### config.mk
export PLATFORM = sky130hd
export DESIGN_NAME = gated_timer
export DESIGN_NICKNAME = d
export VERILOG_FILES = /design/src/rtl/gtmr_pkg.sv /design/src/rtl/gtmr_clk_path.sv /design/src/rtl/gtmr_gate_path.sv /design/src/rtl/gtmr_counter.sv /design/src/rtl/gated_timer.sv
export SDC_FILE = /design/constraint.sdc
export NUM_CORES = 1
export LEC_CHECK = 0
export BUFFER_PORTS_ARGS = -buffer_cell sky130_fd_sc_hd__buf_4
export CORE_MARGIN = 3
export CORE_UTILIZATION = 53
export CTS_CLUSTER_SIZE = 30
export DETAILED_ROUTE_END_ITERATION = 8
export PLACE_DENSITY_LB_ADDON = 0.1
export SYNTH_ARGS = -nofsm -noshare
export SYNTH_HDL_FRONTEND = slang
export SYNTH_SLANG_ARGS = --single-unit
### constraint.sdc
create_clock -name clk -period 2.8 [get_ports clk]
set_clock_uncertainty 0.2 [all_clocks]
set_input_delay 0.42 -clock clk [delete_from_list [all_inputs] [get_ports clk]]
set_output_delay 0.42 -clock clk [all_outputs]
set_load 0.005 [all_outputs]
### src/rtl/gtmr_pkg.sv
// Shared encodings for the gated timer: register bit positions and
// source selections. Assumes 8-bit configuration bytes.
package gtmr_pkg;
    // control byte bit positions
    localparam int CB_SRC_HI = 7;
    localparam int CB_SRC_LO = 6;
    localparam int CB_PS_HI  = 5;
    localparam int CB_PS_LO  = 4;
    localparam int CB_OSC    = 3;
    localparam int CB_NOSYNC = 2;
    localparam int CB_ON     = 0;
    // gate byte bit positions
    localparam int GB_EN  = 7;
    localparam int GB_POL = 6;
    localparam int GB_TOG = 5;
    localparam int GB_SP  = 4;
    localparam int GB_GO  = 3;
    localparam int GB_SRC_HI = 1;
    localparam int GB_SRC_LO = 0;

    typedef enum logic [1:0] {
        CS_INSTR = 2'b00,
        CS_SYS   = 2'b01,
        CS_PIN   = 2'b10,
        CS_OSC   = 2'b11
    } clk_src_e;

    typedef enum logic [1:0] {
        GS_PIN  = 2'b00,
        GS_OVF  = 2'b01,
        GS_ALT  = 2'b10,
        GS_ZERO = 2'b11
    } gate_src_e;
endpackage

### src/rtl/gtmr_clk_path.sv
// Clock path: selects a clock source, optionally resynchronises it to
// clk, detects rising edges and divides them by a power-of-two prescaler.
// Emits a one-cycle pulse for each event that may advance the counter.
// Assumes SYNC_STAGES >= 2. The system-clock source seen through the
// synchroniser is a constant level and so yields no events.
module gtmr_clk_path
    import gtmr_pkg::*;
#(
    parameter int SYNC_STAGES = 2,
    parameter int DIV_W       = 2,
    parameter int PS_W        = 2
) (
    input  logic            clk,
    input  logic            rst_n,
    input  logic [1:0]      src_i,
    input  logic [PS_W-1:0] ps_i,
    input  logic            osc_en_i,
    input  logic            nosync_i,
    input  logic            clr_i,
    input  logic            en_i,
    input  logic            pin_i,
    output logic            pulse_o
);
    localparam int PRE_W = (1 << PS_W) - 1;

    logic [DIV_W-1:0]       ph_q;
    logic [SYNC_STAGES-1:0] sy_q;
    logic                   sy_prev_q;
    logic                   pin_prev_q;
    logic                   lvl_raw;
    logic                   tick_async;
    logic                   tick;
    logic [PRE_W-1:0]       pre_q;
    logic [PRE_W:0]         one_sh;
    logic [PRE_W-1:0]       lim;

    // free-running divider that forms the instruction clock
    always_ff @(posedge clk) begin
        if (!rst_n) ph_q <= '0;
        else        ph_q <= ph_q + DIV_W'(1);
    end

    // level of the selected source as the synchroniser sees it
    always_comb begin
        case (src_i)
            CS_INSTR: lvl_raw = ph_q[DIV_W-1];
            CS_SYS:   lvl_raw = 1'b1;
            CS_PIN:   lvl_raw = pin_i;
            default:  lvl_raw = pin_i & osc_en_i;
        endcase
    end

    // resynchroniser chain plus edge-history registers
    always_ff @(posedge clk) begin
        if (!rst_n) begin
            sy_q       <= '0;
            sy_prev_q  <= 1'b0;
            pin_prev_q <= 1'b0;
        end else begin
            sy_q       <= {sy_q[SYNC_STAGES-2:0], lvl_raw};
            sy_prev_q  <= sy_q[SYNC_STAGES-1];
            pin_prev_q <= pin_i;
        end
    end

    // event detection when the synchroniser is bypassed
    always_comb begin
        case (src_i)
            CS_INSTR: tick_async = (ph_q == '1);
            CS_SYS:   tick_async = 1'b1;
            CS_PIN:   tick_async = pin_i & ~pin_prev_q;
            default:  tick_async = osc_en_i & pin_i & ~pin_prev_q;
        endcase
    end

    // pick the event stream and compute the prescale limit
    always_comb begin
        tick   = nosync_i ? tick_async : (sy_q[SYNC_STAGES-1] & ~sy_prev_q);
        one_sh = (PRE_W+1)'(1) << ps_i;
        lim    = PRE_W'(one_sh - (PRE_W+1)'(1));
    end

    // prescaler counts enabled events and wraps at the limit
    always_ff @(posedge clk) begin
        if (!rst_n)              pre_q <= '0;
        else if (clr_i)          pre_q <= '0;
        else if (tick && en_i)   pre_q <= (pre_q == lim) ? '0 : pre_q + PRE_W'(1);
    end

    assign pulse_o = tick & en_i & (pre_q == lim);

    // the prescaler never runs past its limit
    p_pre_range_r5: assert property (@(posedge clk) disable iff (!rst_n)
        (!clr_i) |=> (pre_q <= lim));
endmodule

### src/rtl/gtmr_gate_path.sv
// Gate path: selects a gate source, applies toggle mode and polarity and
// runs single-pulse capture. Produces the qualified gate level and
// the live go bit. A gate-byte write clears the toggle and single-pulse
// state. Pin sources are resynchronised. The companion overflow
// pulse is already synchronous and is used directly.
module gtmr_gate_path
    import gtmr_pkg::*;
#(
    parameter int SYNC_STAGES = 2
) (
    input  logic       clk,
    input  logic       rst_n,
    input  logic       wr_i,
    input  logic       go_set_i,
    input  logic       pol_i,
    input  logic       tog_i,
    input  logic       sp_i,
    input  logic [1:0] src_i,
    input  logic       pin_i,
    input  logic       alt_i,
    input  logic       ovf_i,
    output logic       gval_o,
    output logic       go_o
);
    logic [SYNC_STAGES-1:0] pin_sy_q;
    logic [SYNC_STAGES-1:0] alt_sy_q;
    logic src_lvl, src_prev_q, src_rise;
    logic tff_q, base, lvl, lvl_prev_q, lvl_rise;
    logic go_q, open_q;

    // synchronise both gate pins
    always_ff @(posedge clk) begin
        if (!rst_n) begin
            pin_sy_q <= '0;
            alt_sy_q <= '0;
        end else begin
            pin_sy_q <= {pin_sy_q[SYNC_STAGES-2:0], pin_i};
            alt_sy_q <= {alt_sy_q[SYNC_STAGES-2:0], alt_i};
        end
    end

    // source select, toggle substitution and polarity
    always_comb begin
        case (src_i)
            GS_PIN:  src_lvl = pin_sy_q[SYNC_STAGES-1];
            GS_OVF:  src_lvl = ovf_i;
            GS_ALT:  src_lvl = alt_sy_q[SYNC_STAGES-1];
            default: src_lvl = 1'b0;
        endcase
        src_rise = src_lvl & ~src_prev_q;
        base     = tog_i ? tff_q : src_lvl;
        lvl      = pol_i ? base : ~base;
        lvl_rise = lvl & ~lvl_prev_q;
    end

    // edge history and toggle flip-flop
    always_ff @(posedge clk) begin
        if (!rst_n) begin
            src_prev_q <= 1'b0;
            lvl_prev_q <= 1'b0;
            tff_q      <= 1'b0;
        end else begin
            src_prev_q <= src_lvl;
            lvl_prev_q <= lvl;
            if (wr_i)                  tff_q <= 1'b0;
            else if (tog_i && src_rise) tff_q <= ~tff_q;
        end
    end

    // single-pulse arm, open and close sequencing
    always_ff @(posedge clk) begin
        if (!rst_n) begin
            go_q   <= 1'b0;
            open_q <= 1'b0;
        end else if (wr_i) begin
            go_q   <= go_set_i;
            open_q <= 1'b0;
        end else if (sp_i) begin
            if (!open_q && go_q && lvl_rise) begin
                open_q <= 1'b1;
            end else if (open_q && !lvl) begin
                open_q <= 1'b0;
                go_q   <= 1'b0;
            end
        end
    end

    assign gval_o = sp_i ? (lvl & (open_q | (go_q & lvl_rise))) : lvl;
    assign go_o   = go_q;

    // an open single-pulse window always belongs to an armed go
    p_open_armed_r9: assert property (@(posedge clk) disable iff (!rst_n)
        open_q |-> go_q);
    // closing the window drops go on the next edge
    p_go_drop_r9: assert property (@(posedge clk) disable iff (!rst_n)
        (sp_i && open_q && !lvl && !wr_i) |=> !go_q);
    // a source rising edge in toggle mode flips the toggle level
    p_tog_flip_r8: assert property (@(posedge clk) disable iff (!rst_n)
        (tog_i && src_rise && !wr_i) |=> (tff_q != $past(tff_q)));
endmodule

### src/rtl/gtmr_counter.sv
// Counter core: loadable up-counter with a sticky rollover flag.
// A load takes priority over an increment. A rollover beats a clear
// that arrives in the same cycle.
module gtmr_counter #(
    parameter int W = 16
) (
    input  logic         clk,
    input  logic         rst_n,
    input  logic         inc_i,
    input  logic         ld_i,
    input  logic [W-1:0] ld_val_i,
    input  logic         clr_flag_i,
    output logic [W-1:0] cnt_o,
    output logic         flag_o
);
    logic [W-1:0] cnt_q;
    logic         flag_q;
    logic         wrap;

    assign wrap = inc_i & ~ld_i & (cnt_q == '1);

    // count register
    always_ff @(posedge clk) begin
        if (!rst_n)     cnt_q <= '0;
        else if (ld_i)  cnt_q <= ld_val_i;
        else if (inc_i) cnt_q <= cnt_q + W'(1);
    end

    // sticky rollover flag
    always_ff @(posedge clk) begin
        if (!rst_n)          flag_q <= 1'b0;
        else if (wrap)       flag_q <= 1'b1;
        else if (clr_flag_i) flag_q <= 1'b0;
    end

    assign cnt_o  = cnt_q;
    assign flag_o = flag_q;

    // an accepted event moves the count by exactly one
    p_step_one_r3: assert property (@(posedge clk) disable iff (!rst_n)
        (inc_i && !ld_i) |=> (cnt_q == $past(cnt_q) + W'(1)));
    // a load lands on the next edge
    p_load_r13: assert property (@(posedge clk) disable iff (!rst_n)
        ld_i |=> (cnt_q == $past(ld_val_i)));
    // rollover raises the flag
    p_wrap_flag_r12: assert property (@(posedge clk) disable iff (!rst_n)
        (inc_i && !ld_i && cnt_q == '1) |=> flag_q);
    // the flag holds until cleared
    p_flag_sticky_r12: assert property (@(posedge clk) disable iff (!rst_n)
        (flag_q && !clr_flag_i) |=> flag_q);
endmodule

### src/rtl/gated_timer.sv
// Top of the gated timer: holds the control and gate bytes, joins the
// clock path, gate path and counter core. The gate only qualifies
// clock-path events. A disabled gate or a stopped timer never lets
// the gate block an event, and a stopped timer passes none.
module gated_timer
    import gtmr_pkg::*;
#(
    parameter int CNT_W       = 16,
    parameter int SYNC_STAGES = 2,
    parameter int DIV_W       = 2,
    parameter int CFG_W       = 8
) (
    input  logic             clk,
    input  logic             rst_n,
    input  logic             ctl_wr_i,
    input  logic             gctl_wr_i,
    input  logic [CFG_W-1:0] cfg_wdata_i,
    input  logic             tmr_wr_i,
    input  logic [CNT_W-1:0] tmr_wdata_i,
    input  logic             flag_clr_i,
    input  logic             clk_pin_i,
    input  logic             gate_pin_i,
    input  logic             gate_alt_i,
    input  logic             cmp_ovf_i,
    output logic [CNT_W-1:0] cnt_o,
    output logic             ovf_flag_o,
    output logic             gate_val_o,
    output logic [CFG_W-1:0] gctl_o
);
    localparam int PS_W = CB_PS_HI - CB_PS_LO + 1;

    logic [1:0]      csrc_q;
    logic [PS_W-1:0] ps_q;
    logic            osc_q, nosync_q, on_q;
    logic            gen_q, gpol_q, gtog_q, gsp_q;
    logic [1:0]      gsrc_q;
    logic            gval, go, count_en, pulse;

    // control byte register
    always_ff @(posedge clk) begin
        if (!rst_n) begin
            csrc_q <= '0; ps_q <= '0; osc_q <= 1'b0; nosync_q <= 1'b0; on_q <= 1'b0;
        end else if (ctl_wr_i) begin
            csrc_q   <= cfg_wdata_i[CB_SRC_HI:CB_SRC_LO];
            ps_q     <= cfg_wdata_i[CB_PS_HI:CB_PS_LO];
            osc_q    <= cfg_wdata_i[CB_OSC];
            nosync_q <= cfg_wdata_i[CB_NOSYNC];
            on_q     <= cfg_wdata_i[CB_ON];
        end
    end

    // gate byte register (go lives in the gate path)
    always_ff @(posedge clk) begin
        if (!rst_n) begin
            gen_q <= 1'b0; gpol_q <= 1'b0; gtog_q <= 1'b0; gsp_q <= 1'b0; gsrc_q <= '0;
        end else if (gctl_wr_i) begin
            gen_q  <= cfg_wdata_i[GB_EN];
            gpol_q <= cfg_wdata_i[GB_POL];
            gtog_q <= cfg_wdata_i[GB_TOG];
            gsp_q  <= cfg_wdata_i[GB_SP];
            gsrc_q <= cfg_wdata_i[GB_SRC_HI:GB_SRC_LO];
        end
    end

    gtmr_gate_path #(.SYNC_STAGES(SYNC_STAGES)) u_gate (
        .clk(clk), .rst_n(rst_n), .wr_i(gctl_wr_i), .go_set_i(cfg_wdata_i[GB_GO]),
        .pol_i(gpol_q), .tog_i(gtog_q), .sp_i(gsp_q), .src_i(gsrc_q),
        .pin_i(gate_pin_i), .alt_i(gate_alt_i), .ovf_i(cmp_ovf_i),
        .gval_o(gval), .go_o(go)
    );

    assign count_en = on_q & (~gen_q | gval);

    gtmr_clk_path #(.SYNC_STAGES(SYNC_STAGES), .DIV_W(DIV_W), .PS_W(PS_W)) u_clk (
        .clk(clk), .rst_n(rst_n), .src_i(csrc_q), .ps_i(ps_q), .osc_en_i(osc_q),
        .nosync_i(nosync_q), .clr_i(ctl_wr_i | tmr_wr_i), .en_i(count_en),
        .pin_i(clk_pin_i), .pulse_o(pulse)
    );

    gtmr_counter #(.W(CNT_W)) u_cnt (
        .clk(clk), .rst_n(rst_n), .inc_i(pulse), .ld_i(tmr_wr_i),
        .ld_val_i(tmr_wdata_i), .clr_flag_i(flag_clr_i),
        .cnt_o(cnt_o), .flag_o(ovf_flag_o)
    );

    assign gate_val_o = gval;
    assign gctl_o     = {gen_q, gpol_q, gtog_q, gsp_q, go, gval, gsrc_q};

    // a stopped timer holds its count
    p_off_hold_r11: assert property (@(posedge clk) disable iff (!rst_n)
        (!on_q && !tmr_wr_i) |=> (cnt_o == $past(cnt_o)));
    // an enabled but closed gate blocks every event
    p_gate_block_r6: assert property (@(posedge clk) disable iff (!rst_n)
        (gen_q && !gval && !tmr_wr_i) |=> (cnt_o == $past(cnt_o)));
endmodule

# [Word level (Yosys, flattened, before mapping)]
# Index checks and enable logic that the tools add are counted.
[op_classes] n_addsub=4 n_eq_ne=8 reduce_logical=18 n_shift=1 mux=17 bitwise_logic=25
[ops] op="two-way mux 16 bit" count=2
[ops] op="adder 16 x 1 -> 16 bit, second input constant" count=1
[ops] op="equality test 16 bit, second input constant" count=1
[ops] op="AND 1 bit" count=13
[ops] op="two-way mux 1 bit" count=11
[ops] op="nonzero test 2 bit" count=5
[ops] op="inverter 1 bit" count=9
[ops] op="case mux 1 bit (3 select lines)" count=3
[ops] op="equality test 2 bit, second input constant" count=3
[ops] op="logical AND 1 bit" count=5
[ops] op="equality test 2 x 1 -> 1 bit, second input constant" count=2
[ops] op="logical NOT 2 bit" count=2
[ops] op="OR reduction 2 bit" count=2
[ops] op="adder 3 x 1 -> 3 bit, second input constant" count=1
[ops] op="equality test 3 bit" count=1
[ops] op="two-way mux 3 bit" count=1
[ops] op="bitwise OR 1 bit" count=3
[ops] op="AND reduction 3 bit" count=1
[ops] op="left shift 1 x 2 -> 3 bit, first input constant" count=1
[ops] op="subtractor 3 x 1 -> 3 bit, second input constant" count=1
[ops] op="adder 2 x 1 -> 2 bit, second input constant" count=1
[ops] op="logical NOT 1 bit" count=2
[ops] op="!= test 2 bit, second input constant" count=1
[ops] op="AND reduction 2 bit" count=1
[word_totals] word_cells=97 in_bits=34 out_inout_bits=26 register_bits=48

# [Longest topological paths before layout]
[depth] word_depth=17 depth_mapped=9 ltp_nobuf=7

# [Hierarchy]
# From an unflattened synthesis, not the netlist that was laid out.
[hier_totals] hier_cells=262 area_unflattened_um2=2407.3
[by_module_without_submodules] mod="gtmr_counter" area_per_inst_um2=1002.2 instances=1 cells_each=127 seq_area_each_um2=340.3
[by_module_without_submodules] mod="gated_timer" area_per_inst_um2=561.8 instances=1 cells_each=51 seq_area_each_um2=260.2
[by_module_without_submodules] mod="gtmr_clk_path" area_per_inst_um2=449.2 instances=1 cells_each=46 seq_area_each_um2=180.2
[by_module_without_submodules] mod="gtmr_gate_path" area_per_inst_um2=394.1 instances=1 cells_each=38 seq_area_each_um2=180.2

# [Least setup slack after synthesis]
# OpenSTA, ideal clock, no wires.
[synth_path] kind="input-to-reg" from="input cmp_ovf_i" to="register u_cnt.cnt_q[2], in the netlist u_cnt.cnt_o[2]" required_ns=2.481 path_slack_ns=0.532 n_path_buf=1 stages=7 setup_time_ns=0.119 t_arrival_ns=1.949 cell_sequence="mux2i_1 > o211a_1 > or4b_4 > and3_1 > buf_6 > a41o_1 > o221a_2"
[synth_via] elab_chain_len=14
[synth_lines] element="start, declared" line="gated_timer.sv:24" rtl="input logic cmp_ovf_i,"
[synth_lines] element="case mux 1 bit (3 select lines) (*)" line="gtmr_gate_path.sv:44" rtl="case (src_i)"
[synth_lines] element="two-way mux 1 bit (*)" line="gtmr_gate_path.sv:51" rtl="base = tog_i ? tff_q : src_lvl;"
[synth_lines] element="inverter 1 bit" line="gtmr_gate_path.sv:52" rtl="lvl = pol_i ? base : ~base;"
[synth_lines] element="two-way mux 1 bit (*)" line="gtmr_gate_path.sv:52"
[synth_lines] element="AND 1 bit" line="gtmr_gate_path.sv:53" rtl="lvl_rise = lvl & ~lvl_prev_q;"
[synth_lines] element="AND 1 bit" line="gtmr_gate_path.sv:88" rtl="assign gval_o = sp_i ? (lvl & (open_q | (go_q & lvl_rise))) : lvl;"
[synth_lines] element="bitwise OR 1 bit" line="gtmr_gate_path.sv:88"
[synth_lines] element="AND 1 bit" line="gtmr_gate_path.sv:88"
[synth_lines] element="two-way mux 1 bit (*)" line="gtmr_gate_path.sv:88"
[synth_lines] element="bitwise OR 1 bit (*)" line="gated_timer.sv:72" rtl="assign count_en = on_q & (~gen_q | gval);"
[synth_lines] element="AND 1 bit (*)" line="gated_timer.sv:72"
[synth_lines] element="AND 1 bit (*) (2 in a row)" line="gtmr_clk_path.sv:90" rtl="assign pulse_o = tick & en_i & (pre_q == lim);"
[synth_lines] element="nonzero test 2 bit (no source line) (*)"
[synth_lines] element="end signal, assigned" line="gtmr_counter.sv:25" rtl="else if (ld_i) cnt_q <= ld_val_i;"
[synth_lines] element="end signal, assigned" line="gtmr_counter.sv:26" rtl="else if (inc_i) cnt_q <= cnt_q + W'(1);"
[synth_lines] element="end, declared" line="gtmr_counter.sv:16" rtl="logic [W-1:0] cnt_q;"
# Mark *: on every way between the ends. The rest lies on a longest branch, timed or not.
# A chain may end at the register's enable or synchronous reset.

# [Worst setup path in the final report]
[layout_path] from="register gsrc_q[0]" to="output gate_val_o"
[layout_via] elab_chain_len=10 word_cells_on_any_way=12 cone_classes="eq/ne (2); mux (4); bitwise (5); reduce/logical (1)"
[layout_lines] element="start, declared" line="gated_timer.sv:36" rtl="logic [1:0] gsrc_q;"
[layout_lines] element="start signal, assigned" line="gated_timer.sv:61" rtl="gsrc_q <= cfg_wdata_i[GB_SRC_HI:GB_SRC_LO];"
[layout_lines] element="equality test 2 bit (tied with other cells)" line="gtmr_gate_path.sv:44"
[layout_lines] element="case mux 1 bit (3 select lines) (*)" line="gtmr_gate_path.sv:44"
[layout_lines] element="two-way mux 1 bit (*)" line="gtmr_gate_path.sv:51"
[layout_lines] element="inverter 1 bit" line="gtmr_gate_path.sv:52"
[layout_lines] element="two-way mux 1 bit (*)" line="gtmr_gate_path.sv:52"
[layout_lines] element="AND 1 bit" line="gtmr_gate_path.sv:53"
[layout_lines] element="AND 1 bit" line="gtmr_gate_path.sv:88"
[layout_lines] element="bitwise OR 1 bit" line="gtmr_gate_path.sv:88"
[layout_lines] element="AND 1 bit" line="gtmr_gate_path.sv:88"
[layout_lines] element="two-way mux 1 bit (*)" line="gtmr_gate_path.sv:88"
[layout_lines] element="end, declared" line="gated_timer.sv:27" rtl="output logic gate_val_o,"
# Marks and branches as above.

==> impl_metrics.yaml <==
outcome:
  status: "finished clean"
global_routing:
  grt_util_met3: 0.03719
  grt_overflow: 0
  grt_util_all_layers: 0.2170
  grt_pass1_wl_um: 9190
  grt_max_degree: 29
  top_usage_layer: "met2"
  antenna_found_initial: 0
  use_met1: 0.2955
  grt_pass1_vias: 2032
  grt_use_met2: 0.3537
clock_network:
  cts_setup_buffers: 0
  cts_buffers: 5
  cts.sink_count: 48
  path_clk_slew_ps: 90
  root_buffer: "clkbuf_8"
  htree_num_levels: 2
  cts_buffer_depth: 2
  cts_tree: "done"
  cts_resized: 0
  insertion_delay_ps: 300
  hold_buffers: 0
critical_path:
  cp_cell_sequence: "mux2i_1, o211a_1, or2_2, xnor2_1, nor2_1, buf_4"
  r2r_start: "gsrc_q[0]"
  end_kind: "primary output"
  reg2reg_to: "u_cnt.cnt_o[8]"
  worstSetupPathType: "reg -> out"
  path_max_fanout: 4
  start_kind: "register"
  max_stage_delay_ps: 390
  rr_worst_depth: 7
  r2r_slack_ps: 320
  required_ps: 2180
  worstPathArrival_ps: 1900
  cp_slowest_cell: "dfxtp_1"
sta:
  fin_tns_setup_ps: 0
  worst_pin_slew_ps: 586.1
  hold_viol: 0
  holdWs_ps: 123.8
  rsz0062_at_grt: "no"
  slew_headroom: 0.6088
  fmax_mhz: 396.4
  fin_crit_ps: 2523
  finalMaxSlewViolations: 0
  fin_crit_sh: 0.9009
  final-setup-viol-count: 0
synth:
  synth-xor-area-share: 0.007431
  synthesis.instances: 270
  seq_area_frac_synth: 0.4076
  synth_warnings: 0
  synth-edff-count: 0
  synth_top_family_by_area: "simple AND/OR/NAND/NOR gates"
  synthAdderAreaFrac: 0.01592
  syn-num-nets: 307
  synth.area.mux_share: 0.05945
  synth_area_mm2: 0.002357
  yosysUniqueCellTypes: 46
  synthArstFlopShare: 0
  synthSimpleGateAreaFrac: 0.2691
  synth_compound_area_frac: 0.1725
  synthFlopType: "dfxtp_1"
  synth-seq-cells: 48
  syn_avg_cell_area_um2: 8.731
detailed_routing:
  route.detailed.drc: 0
  wl_um: 5471
  drt_first_pass_iters: 4
  viasPerCell: 5.869
  dr.first_iter.drc_count: 126
  wl_per_cell_um: 14.91
  vias: 2154
  postRouteAntennaNets: 0
layout:
  seqCellArea_um2: 960.9
  multi_input_area_mm2: 0.001236
  design_area_mm2: 0.002851
  synthToLayoutAreaGrowth_pct: 20.97
  largest_reg_flops: 16
  n_antenna_cell: 0
  final_util: 0.6881
  nFillCells: 354
  drive_gt1_frac: 0.2366
  fin_nets: 353
placement:
  place_area_mm2: 0.002755
  hpwl_um: 3812
  place_congestion: 0.8273
  io_buffers: 59
floorplan:
  die_w_um: 72.69
  coreArea_mm2: 0.004144
  io_pins: 60
  rows: 23
  start_util: 0.5688
  die_area_mm2: 0.005284
  die_h_um: 72.69
hold_path:
  hold_path_class: "in -> reg"
  hold-path-endpoint: "u_gate.pin_sy_q[0]"
  hold_path_depth: 2
  hp-start: "gate_pin_i"
pwr:
  peakVddDrop_uv: 369.7
  total_power_mw: 1.411
  cellLeakagePower_nw: 1.190
  powerDensity_mw_per_mm2: 495.0
run:
  max_cap_violations: 0
[cell families after synthesis]
kind of cell             after synthesis
buffers and inverters                 31
adder cells (fa/ha/maj)                3
multiplexers                          14
XOR/XNOR                               2
AO/OA/AOI/OAI                         60
flip-flops                            48
AND/OR/NAND/NOR                      112
[layout by cell type (no fill, tap or decap), drive strengths merged, types with 2 or more instances in the layout]
master  instances
ha              3
nor2           25
nor2b          13
buf            62
o31ai           2
or3             3
nor3b           5
and2            9
nand3b          2
and4            4
nand2b          3
a211oi          3
or4             2
clkinv          2
dfxtp          48
o211ai          2
clkbuf          6
o311a           2
mux2i          14
nor3            9
a311oi         10
a31o            3
nand3           8
inv             8
o21ai          21
nand2           7
and3            9
a21oi           5
nand4           8
a31oi           7
[per-layer routing]
metal	vias up	wire, µm
met3	4	267
li1	1082	-
met1	1016	2650
met4	0	38
met2	52	2515
met5	-	0
[critical path: cells and delay by family, from the launching register on]
family	cells	cell delay, ps
AO/OA/AOI/OAI	1	240
XOR/XNOR	1	280
buffers and inverters	1	150
flip-flops	1	390
multiplexers	1	100
AND/OR/NAND/NOR	2	430
[Yosys cell counts, types with 4 or more instances]
| library cell | number | share of area |
|---|---|---|
| a31oi_1 | 7 | 0.019 |
| and3_1 | 9 | 0.024 |
| nor2_1 | 25 | 0.040 |
| a21oi_1 | 5 | 0.011 |
| o21ai_0 | 21 | 0.045 |
| nand4_1 | 8 | 0.021 |
| and2_1 | 9 | 0.024 |
| nand3_1 | 8 | 0.017 |
| buf_4 | 6 | 0.019 |
| a311oi_1 | 10 | 0.037 |
| inv_1 | 7 | 0.011 |
| mux2i_1 | 14 | 0.059 |
| nand2_1 | 7 | 0.011 |
| nor3_1 | 9 | 0.019 |
| nor3b_1 | 5 | 0.016 |
| clkbuf_1 | 13 | 0.021 |
| and4_1 | 4 | 0.015 |
| nor2b_1 | 13 | 0.035 |
| dfxtp_1 | 48 | 0.41 |
[worst max-delay path by stage]
stage	start	end	slack, ps	cells after the start
after global placement	clk_pin_i	u_cnt.cnt_o[3]	290	7
after detailed placement	clk_pin_i	u_cnt.cnt_o[4]	240	7
final	gsrc_q[0]	gate_val_o	280	6
after CTS	gsrc_q[0]	gate_val_o	270	6
after global routing	csrc_q[0]	u_cnt.cnt_o[3]	130	6
after floorplan	cmp_ovf_i	u_cnt.cnt_o[2]	530	7
[cell type report]
| cell class | instances | share of cell area |
|---|---|---|
| multi-input cells | 191 | 0.4335 |
| flip-flops and latches | 48 | 0.3370 |
| repair buffers | 62 | 0.1632 |
| clock buffers | 6 | 0.02896 |
| well taps | 50 | 0.02194 |
| inverters | 8 | 0.01053 |
| clock inverters | 2 | 0.004827 |
[power breakdown]
group | internal (mW) | switching [mW]
registers | 0.722 | 0.0368
clock network | 0.202 | 0.231
logic | 0.117 | 0.102
[metrics by stage]
step                      setup slack (ps)  instances
after floorplan                      531.7        270
after global placement               285.9        359
after detailed placement             237.9        359
after CTS                            273.5        367
after global routing                 129.9        367
final                                277.5        367
(Power assumes the default switching activity.)
